$ cat src/rtl/mgmt_pkg.sv
package mgmt_pkg;

    localparam int DATA_W  = 16;
    localparam int ADDR_W  = 5;
    localparam int NUM_EVT = 4;

    localparam logic [ADDR_W-1:0] RA_CTRL = 5'd0;
    localparam logic [ADDR_W-1:0] RA_STAT = 5'd1;
    localparam logic [ADDR_W-1:0] RA_EVT  = 5'd2;
    localparam logic [ADDR_W-1:0] RA_MASK = 5'd3;
    localparam logic [ADDR_W-1:0] RA_CFG  = 5'd4;

    localparam int CTRL_SRST  = 15;
    localparam int CTRL_ANEG  = 9;
    localparam int STAT_LINK  = 2;
    localparam int CFG_IRQ_EN = 0;

    typedef enum logic [2:0] {
        FS_IDLE,
        FS_PRE,
        FS_ST,
        FS_OP,
        FS_PHY,
        FS_REG,
        FS_TA,
        FS_DATA
    } fsm_state_e;

endpackage

$ cat src/rtl/mgmt_frame_fsm.sv
module mgmt_frame_fsm
    import mgmt_pkg::*;
#(
    parameter int PRE_LEN = 32
) (
    input  logic              clk,
    input  logic              rst_n,
    input  logic              mdio_in,
    input  logic [ADDR_W-1:0] phy_addr,
    input  logic              irq_pulse,
    input  logic [DATA_W-1:0] rd_data,
    output logic [ADDR_W-1:0] acc_addr,
    output logic              rd_start,
    output logic              rd_done,
    output logic              wr_en,
    output logic [DATA_W-1:0] wr_data,
    output logic              frame_oe,
    output logic              frame_out,
    output logic              bus_idle
);

    localparam int CNT_W = ($clog2(PRE_LEN + 1) > 5) ? $clog2(PRE_LEN + 1) : 5;
    localparam logic [CNT_W-1:0] PRE_LAST  = CNT_W'(PRE_LEN - 1);
    localparam logic [CNT_W-1:0] ADDR_LAST = CNT_W'(ADDR_W - 1);
    localparam logic [CNT_W-1:0] DATA_LAST = CNT_W'(DATA_W - 1);

    typedef struct packed {
        fsm_state_e        st;
        logic [CNT_W-1:0]  cnt;
        logic              op_rd;
        logic              match;
        logic [ADDR_W-1:0] addr;
        logic [DATA_W-1:0] shift;
        logic              oe;
        logic              dout;
    } fsm_regs_t;

    fsm_regs_t q, d;

    logic [ADDR_W-1:0] addr_now;
    assign addr_now = {q.addr[ADDR_W-2:0], mdio_in};

    always_comb begin
        d         = q;
        d.oe      = 1'b0;
        d.dout    = 1'b1;
        rd_start  = 1'b0;
        rd_done   = 1'b0;
        wr_en     = 1'b0;
        acc_addr  = q.addr;
        wr_data   = {q.shift[DATA_W-2:0], mdio_in};

        case (q.st)
            FS_IDLE: begin
                if (!mdio_in) begin
                    d.cnt = '0;
                end else if (q.cnt == PRE_LAST) begin
                    d.st  = FS_PRE;
                    d.cnt = '0;
                end else begin
                    d.cnt = q.cnt + 1'b1;
                end
            end
            FS_PRE: begin
                if (!mdio_in) d.st = FS_ST;
            end
            FS_ST: begin
                d.cnt = '0;
                d.st  = mdio_in ? FS_OP : FS_IDLE;
            end
            FS_OP: begin
                if (q.cnt == '0) begin
                    d.op_rd = mdio_in;
                    d.cnt   = q.cnt + 1'b1;
                end else begin
                    d.cnt = '0;
                    d.st  = (q.op_rd ^ mdio_in) ? FS_PHY : FS_IDLE;
                end
            end
            FS_PHY: begin
                d.addr = addr_now;
                if (q.cnt == ADDR_LAST) begin
                    d.match = (addr_now == phy_addr);
                    d.st    = FS_REG;
                    d.cnt   = '0;
                end else begin
                    d.cnt = q.cnt + 1'b1;
                end
            end
            FS_REG: begin
                d.addr   = addr_now;
                acc_addr = addr_now;
                if (q.cnt == ADDR_LAST) begin
                    d.st  = FS_TA;
                    d.cnt = '0;
                    if (q.match && q.op_rd) begin
                        rd_start = 1'b1;
                        d.shift  = rd_data;
                    end
                end else begin
                    d.cnt = q.cnt + 1'b1;
                end
            end
            FS_TA: begin
                if (q.cnt == '0) begin
                    d.cnt = q.cnt + 1'b1;
                    if (q.match && q.op_rd) begin
                        d.oe   = 1'b1;
                        d.dout = 1'b0;
                    end
                end else begin
                    d.st  = FS_DATA;
                    d.cnt = '0;
                    if (q.match && q.op_rd) begin
                        d.oe    = 1'b1;
                        d.dout  = q.shift[DATA_W-1];
                        d.shift = {q.shift[DATA_W-2:0], 1'b0};
                    end
                end
            end
            FS_DATA: begin
                if (q.op_rd) begin
                    if (q.cnt == DATA_LAST) begin
                        d.st    = FS_IDLE;
                        d.cnt   = '0;
                        rd_done = q.match;
                    end else begin
                        d.cnt = q.cnt + 1'b1;
                        if (q.match) begin
                            d.oe    = 1'b1;
                            d.dout  = q.shift[DATA_W-1];
                            d.shift = {q.shift[DATA_W-2:0], 1'b0};
                        end
                    end
                end else begin
                    d.shift = {q.shift[DATA_W-2:0], mdio_in};
                    if (q.cnt == DATA_LAST) begin
                        wr_en = q.match;
                        d.st  = FS_IDLE;
                        d.cnt = '0;
                    end else begin
                        d.cnt = q.cnt + 1'b1;
                    end
                end
            end
            default: begin
                d.st  = FS_IDLE;
                d.cnt = '0;
            end
        endcase

        // An idle-time interrupt pulse is our own low level: never treat it as a start bit.
        if (irq_pulse) begin
            d.st  = FS_IDLE;
            d.cnt = '0;
            d.oe  = 1'b0;
        end
    end

    always_ff @(posedge clk or negedge rst_n) begin
        if (!rst_n) begin
            q.st    <= FS_IDLE;
            q.cnt   <= '0;
            q.op_rd <= 1'b0;
            q.match <= 1'b0;
            q.addr  <= '0;
            q.shift <= '0;
            q.oe    <= 1'b0;
            q.dout  <= 1'b1;
        end else begin
            q <= d;
        end
    end

    assign frame_oe  = q.oe;
    assign frame_out = q.dout;
    assign bus_idle  = (q.st == FS_IDLE) || (q.st == FS_PRE);

endmodule

$ cat src/rtl/mgmt_regfile.sv
module mgmt_regfile
    import mgmt_pkg::*;
#(
    parameter logic [DATA_W-1:0]  CTRL_RST = 16'h0000,
    parameter logic [NUM_EVT-1:0] MASK_RST = 4'hF
) (
    input  logic               clk,
    input  logic               rst_n,
    input  logic [ADDR_W-1:0]  acc_addr,
    input  logic               rd_start,
    input  logic               rd_done,
    input  logic               wr_en,
    input  logic [DATA_W-1:0]  wr_data,
    input  logic [NUM_EVT-1:0] status_evt,
    input  logic               link_ok,
    input  logic               aneg_begin,
    output logic [DATA_W-1:0]  rd_data,
    output logic [DATA_W-1:0]  ctrl_word,
    output logic               soft_reset,
    output logic               irq_en,
    output logic               pending,
    output logic [NUM_EVT-1:0] evt_lat,
    output logic               link_lat
);

    localparam logic [DATA_W-1:0] ANEG_M = DATA_W'(1) << CTRL_ANEG;

    typedef struct packed {
        logic [DATA_W-1:0]  ctrl;
        logic [NUM_EVT-1:0] evt;
        logic [NUM_EVT-1:0] snap;
        logic               link;
        logic [NUM_EVT-1:0] mask;
        logic               irq_en;
    } rf_regs_t;

    rf_regs_t q, d;

    always_comb begin
        rd_data = '0;
        case (acc_addr)
            RA_CTRL: rd_data = q.ctrl;
            RA_STAT: rd_data[STAT_LINK] = q.link;
            RA_EVT:  rd_data[NUM_EVT-1:0] = q.evt;
            RA_MASK: rd_data[NUM_EVT-1:0] = q.mask;
            RA_CFG:  rd_data[CFG_IRQ_EN] = q.irq_en;
            default: rd_data = '0;
        endcase
    end

    always_comb begin
        logic [NUM_EVT-1:0] clr;
        d = q;
        d.ctrl[CTRL_SRST] = 1'b0;

        if (rd_start && acc_addr == RA_EVT) d.snap = q.evt;
        clr   = (rd_done && acc_addr == RA_EVT) ? q.snap : '0;
        d.evt = (q.evt & ~clr) | status_evt;

        if (rd_done && acc_addr == RA_STAT) d.link = link_ok;
        else                                d.link = q.link & link_ok;

        if (wr_en) begin
            case (acc_addr)
                RA_CTRL: d.ctrl   = (wr_data & ~ANEG_M) | ((q.ctrl | wr_data) & ANEG_M);
                RA_MASK: d.mask   = wr_data[NUM_EVT-1:0];
                RA_CFG:  d.irq_en = wr_data[CFG_IRQ_EN];
                default: ;
            endcase
        end

        if (aneg_begin) d.ctrl[CTRL_ANEG] = 1'b0;

        if (q.ctrl[CTRL_SRST]) begin
            d.ctrl   = CTRL_RST;
            d.mask   = MASK_RST;
            d.irq_en = 1'b0;
        end
    end

    always_ff @(posedge clk or negedge rst_n) begin
        if (!rst_n) begin
            q.ctrl   <= CTRL_RST;
            q.evt    <= '0;
            q.snap   <= '0;
            q.link   <= 1'b0;
            q.mask   <= MASK_RST;
            q.irq_en <= 1'b0;
        end else begin
            q <= d;
        end
    end

    assign ctrl_word  = q.ctrl;
    assign soft_reset = q.ctrl[CTRL_SRST];
    assign irq_en     = q.irq_en;
    assign pending    = |(q.evt & ~q.mask);
    assign evt_lat    = q.evt;
    assign link_lat   = q.link;

endmodule

$ cat src/rtl/mgmt_irq_pulse.sv
module mgmt_irq_pulse (
    input  logic clk,
    input  logic rst_n,
    input  logic pending,
    input  logic irq_en,
    input  logic bus_idle,
    output logic irq_pulse
);

    typedef struct packed {
        logic pend_prev;
        logic req;
        logic pulse;
    } irq_regs_t;

    irq_regs_t q, d;

    always_comb begin
        d           = q;
        d.pend_prev = pending;
        d.req       = q.req | (pending & ~q.pend_prev);
        d.pulse     = 1'b0;
        if (!irq_en) begin
            d.req = 1'b0;
        end else if (q.req && bus_idle && !q.pulse) begin
            d.pulse = 1'b1;
            d.req   = 1'b0;
        end
    end

    always_ff @(posedge clk or negedge rst_n) begin
        if (!rst_n) begin
            q.pend_prev <= 1'b0;
            q.req       <= 1'b0;
            q.pulse     <= 1'b0;
        end else begin
            q <= d;
        end
    end

    assign irq_pulse = q.pulse;

endmodule

$ cat src/rtl/mgmt_serial_slave.sv
module mgmt_serial_slave
    import mgmt_pkg::*;
#(
    parameter int                 PRE_LEN  = 32,
    parameter logic [DATA_W-1:0]  CTRL_RST = 16'h0000,
    parameter logic [NUM_EVT-1:0] MASK_RST = 4'hF
) (
    input  logic               mdc,
    input  logic               rst_n,
    input  logic [ADDR_W-1:0]  phy_addr,
    input  logic               mdio_in,
    output logic               mdio_out,
    output logic               mdio_oe,
    input  logic [NUM_EVT-1:0] status_evt,
    input  logic               link_ok,
    input  logic               aneg_begin,
    output logic [DATA_W-1:0]  ctrl_word,
    output logic               soft_reset
);

    logic [ADDR_W-1:0]  acc_addr;
    logic               rd_start;
    logic               rd_done;
    logic               wr_en;
    logic [DATA_W-1:0]  wr_data;
    logic [DATA_W-1:0]  rd_data;
    logic               frame_oe;
    logic               frame_out;
    logic               bus_idle;
    logic               irq_en;
    logic               pending;
    logic               irq_pulse;
    logic [NUM_EVT-1:0] evt_lat;
    logic               link_lat;

    mgmt_frame_fsm #(.PRE_LEN(PRE_LEN)) u_fsm (
        .clk       (mdc),
        .rst_n     (rst_n),
        .mdio_in   (mdio_in),
        .phy_addr  (phy_addr),
        .irq_pulse (irq_pulse),
        .rd_data   (rd_data),
        .acc_addr  (acc_addr),
        .rd_start  (rd_start),
        .rd_done   (rd_done),
        .wr_en     (wr_en),
        .wr_data   (wr_data),
        .frame_oe  (frame_oe),
        .frame_out (frame_out),
        .bus_idle  (bus_idle)
    );

    mgmt_regfile #(.CTRL_RST(CTRL_RST), .MASK_RST(MASK_RST)) u_rf (
        .clk        (mdc),
        .rst_n      (rst_n),
        .acc_addr   (acc_addr),
        .rd_start   (rd_start),
        .rd_done    (rd_done),
        .wr_en      (wr_en),
        .wr_data    (wr_data),
        .status_evt (status_evt),
        .link_ok    (link_ok),
        .aneg_begin (aneg_begin),
        .rd_data    (rd_data),
        .ctrl_word  (ctrl_word),
        .soft_reset (soft_reset),
        .irq_en     (irq_en),
        .pending    (pending),
        .evt_lat    (evt_lat),
        .link_lat   (link_lat)
    );

    mgmt_irq_pulse u_irq (
        .clk       (mdc),
        .rst_n     (rst_n),
        .pending   (pending),
        .irq_en    (irq_en),
        .bus_idle  (bus_idle),
        .irq_pulse (irq_pulse)
    );

    assign mdio_oe  = frame_oe | irq_pulse;
    assign mdio_out = irq_pulse ? 1'b0 : frame_out;

endmodule

$ cat config.mk
export PLATFORM = sky130hd
export DESIGN_NAME = mgmt_serial_slave
export DESIGN_NICKNAME = d
export VERILOG_FILES = /design/src/rtl/mgmt_pkg.sv /design/src/rtl/mgmt_frame_fsm.sv /design/src/rtl/mgmt_regfile.sv /design/src/rtl/mgmt_irq_pulse.sv /design/src/rtl/mgmt_serial_slave.sv
export SDC_FILE = /design/constraint.sdc
export NUM_CORES = 1
export LEC_CHECK = 0
export BUFFER_PORTS_ARGS = -buffer_cell sky130_fd_sc_hd__buf_4
export CORE_MARGIN = 3
export CORE_UTILIZATION = 67
export CTS_BUF_LIST = sky130_fd_sc_hd__clkbuf_8
export CTS_CLUSTER_SIZE = 8
export DETAILED_ROUTE_END_ITERATION = 10
export HOLD_SLACK_MARGIN = 0.15
export PLACE_DENSITY = 0.91
export SLEW_MARGIN = 40
export SYNTH_ARGS = -nofsm -noshare
export SYNTH_HDL_FRONTEND = slang
export SYNTH_SLANG_ARGS = --single-unit
$ cat constraint.sdc
create_clock -name mdc -period 4.6 [get_ports mdc]
set_clock_uncertainty 0.15 [all_clocks]
set_input_delay 0.92 -clock mdc [delete_from_list [all_inputs] [get_ports mdc]]
set_output_delay 0.92 -clock mdc [all_outputs]
set_load 0.01 [all_outputs]
==> flow_summary.ini, run 1 <==
[sta]
hold_viol = 0
final_max_slew_viol_count = 0
maxSlewHeadroom_pct = 46.3
fin_crit_ps = 3210
setup_ws_ps = 1390
finalSetupTns_ps = 0
timing.final.crit_share_pct = 69.7
max_slew.worst_pin.slew_ps = 805
fmaxAchievable_mhz = 312
setup_viol_count_final = 0
grt_setup_unrepaired = false

[layout]
drive_gt1_share_pct = 19.7
layout_common_cells = dfrtp_1 (62), nor2_1 (34), buf_4 (34)
final_util_pct = 75.3
mostFrequentLayoutCell = dfrtp_1
final_area_um2 = 4220
final_nets = 434
syn_to_final_growth_pct = 6.43
fin_cells = 494
antenna_cells = 0

[power]
p_per_area_nw_per_um2 = 594
power.leakage_nw = 2.04
max-vdd-ir-drop_uv = 331

[clock_tree]
clkTransAtPathRegs_ps = 80
clockBufferDepth = 2
clock_sinks = 67
cts_root_buf = clkbuf_8
ctsHoldBuffers = 0
cts_tree = built
htreeDepth = 3
insertion_delay_ps = 350
cts_buffers = 9
post_cts_buffers = 0
ctsResizeCount = 0

[route]
drt_iter0_markers = 315
ant_nets = 0
routed_wl_mm = 8.89
drtPass1Iterations = 5
vias = 3241
vias_per_cell = 6.56
drt-wirelength-per-cell_um = 18.0
route.detailed.drc = 0

[critical_path]
critical_path_class = reg -> reg
cp_slowest_cell = dfrtp_1
rrSetupSlack_ps = 1390
crit_fanout = 26
regToRegStartpoint = u_fsm.q[31]
cp.required_ps = 4740
end_kind = register
crit_chain = nand3b_1 -> buf_4 -> or4_4 -> o31ai_4 -> or2_1 -> a311o_1
critPathMaxStageDelay_ps = 870
reg2reg_to = u_fsm.wr_data[3]
startpoint_type = register
arrival_ps = 3350
r2r_cells = 6

[floorplanning]
io_pins = 33
die_area_um2 = 6880
rows = 27
core_um2 = 5610
initial_core_util_pct = 70.7
die_w_um = 83.0
die_h_um = 83.0

[hold_path]
hp-class = reg -> reg
hold_start = u_rf.q[7]
min_path_cells = 1
hold_end = u_rf.evt_lat[1]

[placement]
gp_congestion = 0.895
post-place-cells = 478
dpl_worst_slack_ps = 1450
dpl.hpwl_mm = 5.99
dpl_cell_area_um2 = 4040
port_buffers = 32

[grt]
grt_pass1_vias = 3154
grt_max_degree = 68
antenna_found_initial = 0
grt_pass1_wl_mm = 15.3
overflow = 0
grt_usage_pct = 27.3

[synthesis]
synthArstFlopShare_pct = 100
ys_ff_latch = 67
ys_seq_area_share_pct = 42.4
syn-cell-area_um2 = 3970
syn_inst = 415
yosysWarningCount = 0
synth_edf_count = 0
synth_nets = 432
yosysUniqueCellTypes = 69
yosys_most_used_dff = dfrtp_1
syn_area_per_cell_um2 = 9.56

[run]
maxCapViolCount = 0

[status]
status = finished clean
[power by group]
| group | internal [mW] | switching (mW) | total, mW |
|---|---|---|---|
| Combinational | 0.471 | 0.625 | 1.10 |
| Sequential | 0.744 | 0.234 | 0.979 |
| Clock | 0.205 | 0.227 | 0.432 |
| Total | 1.42 | 1.09 | 2.51 |
[per-layer routing]
layer  track usage [%]  wire length, um
met4              12.8              303
met3              7.94              635
met5                 0                0
met2              41.3             4180
met1              36.3             3770
[area by class of cell]
| type | count | area, um2 |
|---|---|---|
| multi-input combinational | 283 | 1930 |
| sequential | 67 | 1680 |
| fill | 387 | 1390 |
| timing repair buffer | 35 | 267 |
| clock buffer | 10 | 138 |
| tap | 72 | 90.1 |
| inverter | 21 | 78.8 |
| clock inverter | 6 | 33.8 |
[per-stage QoR]
stage                     total power, mW  hold WS, ps
after floorplan                      1.84          270
after global placement               2.00          287
after detailed placement             2.05          293
after CTS                            2.49          303
after global routing                 2.69          329
final                                2.51          306
[cell families after synthesis]
kind of cell    after synthesis  synth area share, %
compound gates              107                 20.0
xor+xnor                      6                 1.32
fa+ha+maj                     3                0.946
buf+inv                      65                 9.02
flops                        67                 42.4
mux                          28                 7.22
simple gates                139                 19.1
[sequential cells by signal, summed over array words and instances (netlist names)]
signal,cells
u_rf.evt_lat,4
u_irq.irq_pulse,1
u_fsm.wr_data,15
u_rf.ctrl_word,16
u_fsm.frame_out,1
u_fsm.addr_now,4
u_rf.irq_en,1
u_rf.q,8
u_irq.q,2
u_rf.link_lat,1
u_fsm.q,13
u_fsm.frame_oe,1
[worst max-delay path: cells and delay by family (launching register included)]
| family | cells | cell delay [ps] |
|---|---|---|
| simple gates | 3 | 1420 |
| compound gates | 2 | 480 |
| buf+inv | 1 | 230 |
| flops | 1 | 870 |
[worst max path at each step]
stage / startpoint / end / slack [ps] / cells past startpoint
finish: u_fsm.q[31] / u_fsm.wr_data[3] / 1390 / 6
global route: u_fsm.q[31] / u_fsm.wr_data[4] / 1240 / 6
CTS: u_fsm.q[31] / u_fsm.wr_data[3] / 1440 / 6
detailed placement: u_fsm.q[31] / u_fsm.wr_data[1] / 1450 / 6
global placement: u_fsm.q[31] / u_fsm.wr_data[3] / 1530 / 6
floorplan: u_fsm.q[25] / u_fsm.wr_data[10] / 2160 / 10
[synthesized netlist by cell type (2+ instances only)]
library cell	n	area, um2
dfrtp_1	62	1550
nor2_1	34	128
nor3_1	29	145
mux2i_1	23	230
inv_1	21	78.8
o21ai_0	19	95.1
nand2_1	18	67.6
a21oi_1	17	85.1
buf_4	17	128
a22oi_1	13	97.6
clkbuf_1	11	41.3
a21oi_2	10	87.6
nand3_1	10	50.1
buf_2	9	45.0
a31oi_1	8	50.1
a211o_1	6	52.6
nand2b_1	6	37.5
dfstp_2	5	131
mux2_2	5	56.3
or2_2	5	31.3
nor2b_1	4	25.0
nor4b_1	4	35.0
a211oi_1	3	22.5
a221oi_1	3	26.3
and2_1	3	18.8
and4b_1	3	30.0
buf_1	3	11.3
buf_6	3	33.8
ha_1	3	37.5
nor3b_1	3	22.5
nor4_1	3	18.8
o2111ai_1	3	26.3
xnor2_1	3	26.3
xor2_1	3	26.3
and3_1	2	12.5
nand3b_1	2	15.0
nand4_1	2	12.5
o211ai_1	2	15.0
o21a_1	2	15.0
o21bai_1	2	15.0
o22ai_1	2	12.5
or3_1	2	12.5
(Power assumes the default switching activity.)
==> inputs of run 2 (changes only) <==
--- a/config.mk
+++ b/config.mk
@@ -7,12 +7,12 @@
 export LEC_CHECK = 0
 export BUFFER_PORTS_ARGS = -buffer_cell sky130_fd_sc_hd__buf_4
 export CORE_MARGIN = 3
-export CORE_UTILIZATION = 67
+export CORE_UTILIZATION = 56
 export CTS_BUF_LIST = sky130_fd_sc_hd__clkbuf_8
 export CTS_CLUSTER_SIZE = 8
 export DETAILED_ROUTE_END_ITERATION = 10
 export HOLD_SLACK_MARGIN = 0.15
-export PLACE_DENSITY = 0.91
+export PLACE_DENSITY = 0.81
 export SLEW_MARGIN = 40
 export SYNTH_ARGS = -nofsm -noshare
 export SYNTH_HDL_FRONTEND = slang
==> constraint.sdc (replaced) <==
create_clock -name mdc -period 2.89 [get_ports mdc]
set_clock_uncertainty 0.15 [all_clocks]
set_input_delay 0.578 -clock mdc [delete_from_list [all_inputs] [get_ports mdc]]
set_output_delay 0.578 -clock mdc [all_outputs]
set_load 0.01 [all_outputs]
==> run 2 against run 1 <==
Flip-flop and latch count unchanged; routed wire length unchanged; sequential share of layout area down 1.9 points; total power rose by 74%; cell count up 7.1%; critical endpoint is now u_fsm.wr_data[5]; largest power group unchanged.
==> flow_summary.ini, run 2 (synthesis results as in run 1) <==
[layout]
largest_reg_flops = 16
syn_to_final_growth_pct = 11.8
drive_gt1_share_pct = 21.5
antenna_cells = 0
final_nets = 445
layout_common_cells = dfrtp_1 (62), buf_4 (44), nor2_1 (34)
mostFrequentLayoutCell = dfrtp_1
nFillCells = 568

[sta]
finalSetupTns_ps = 0
setup_ws_ps = 190
timing.final.crit_share_pct = 93.4
maxSlewHeadroom_pct = 57.3
fin_crit_ps = 2700
grt_setup_unrepaired = false
fmaxAchievable_mhz = 370
final_max_slew_viol_count = 0
holdWs_ps = 236
hold_viol = 0
max_slew.worst_pin.slew_ps = 640
setup_viol_count_final = 0

[grt]
overflow = 0
grt_pass1_vias = 3175
grt_pass1_wl_mm = 15.2
grt_max_degree = 39
grt_usage_pct = 22.8
antenna_found_initial = 0

[status]
status = finished clean

[clock_tree]
cts_root_buf = clkbuf_8
cts_buffers = 9
clkTransAtPathRegs_ps = 70
clock_sinks = 67
cts_tree = built
clockBufferDepth = 2
htreeDepth = 3
insertion_delay_ps = 360

[critical_path]
arrival_ps = 2780
critical_path_class = reg -> reg
crit_fanout = 11
cp-startpoint = u_fsm.q[25]
end_kind = register
r2r_cells = 8
startpoint_type = register
cp.required_ps = 2970
reg2reg_to = u_fsm.wr_data[5]
worstSetupEndpoint = u_fsm.wr_data[5]
rrSetupSlack_ps = 190
regToRegStartpoint = u_fsm.q[25]

[run]
maxCapViolCount = 0

[route]
vias_per_cell = 5.98
drt_iter0_markers = 200
route.detailed.drc = 0
ant_nets = 0
drtPass1Iterations = 4
routed_wl_mm = 8.89
vias = 3161
drt-wirelength-per-cell_um = 16.8

[power]
power.leakage_nw = 2.14
p_per_area_nw_per_um2 = 986
max-vdd-ir-drop_uv = 479

[floorplanning]
die_w_um = 90.2
initial_core_util_pct = 58.1
rows = 30
io_pins = 33
die_area_um2 = 8130
die_h_um = 90.2
core_um2 = 6830

[hold_path]
min_path_cells = 2
hp-class = in -> reg

[placement]
dpl_worst_slack_ps = 214
gp_congestion = 0.914
port_buffers = 32
dpl.hpwl_mm = 6.09
[run 2: where the power goes]
group | switching, mW | total [mW] | internal, mW
Sequential | 0.318 | 1.50 | 1.19
Combinational | 1.03 | 1.83 | 0.798
Clock | 0.374 | 1.04 | 0.662
Total | 1.73 | 4.37 | 2.65
[run 2: metrics by stage]
| stage | utilization [%] | instance area, um2 | instances | power [mW] |
|---|---|---|---|---|
| 3_3_place_gp | 60.6 | 4140 | 511 | 3.24 |
| 4_1_cts | 64.9 | 4430 | 529 | 4.37 |
| 3_5_place_dp | 60.9 | 4160 | 512 | 3.30 |
| 6_report | 64.9 | 4430 | 529 | 4.37 |
| 2_1_floorplan | - | 3970 | 415 | 2.93 |
| 5_1_grt | 64.9 | 4430 | 529 | 4.66 |
[run 2: worst max-delay path, stage by stage, from the launching register on]
cell and delay [ps]:
dfrtp_1 400, inv_1 90, ha_1 160, or4b_4 510
or4_4 520, o31ai_4 130, or2_1 260, buf_4 260
a21oi_1 100
[run 2: timing repair]
action / 4_1_cts / 5_1_grt
hold endpoints to repair: 25 / 0
gates resized for setup: 0 / 0
buffers inserted: 0 / 0
hold buffers: 1 / 0
[run 2: how the worst min path moves through the flow]
stage,from,endpoint,slack (ps)
2_1_floorplan,rst_n,u_fsm.addr_now[1],130
3_3_place_gp,u_rf.q[6],u_rf.evt_lat[0],280
3_5_place_dp,u_rf.q[9],u_rf.evt_lat[3],300
4_1_cts,aneg_begin,u_rf.ctrl_word[9],230
5_1_grt,aneg_begin,u_rf.ctrl_word[9],230
6_report,aneg_begin,u_rf.ctrl_word[9],240
[run 2: final cells by class]
class	instances	area (um2)	area share, %
multi-input cells	283	1930	43.5
flip-flops and latches	67	1680	38.0
repair buffers	46	360	8.13
inverters	21	78.8	1.78
clock buffers	9	124	2.79
well taps	96	120	2.71
clock inverters	7	141	3.19
[run 2: per-layer routing]
metal,track usage [%],vias up,wire length [um],part of all wire (%)
li1,-,1513,-,-
met1,29.5,1552,4000,45
met2,37.1,82,4350,49
met3,4.52,14,349,3.9
met4,10.3,0,194,2.2
met5,0,-,0,0
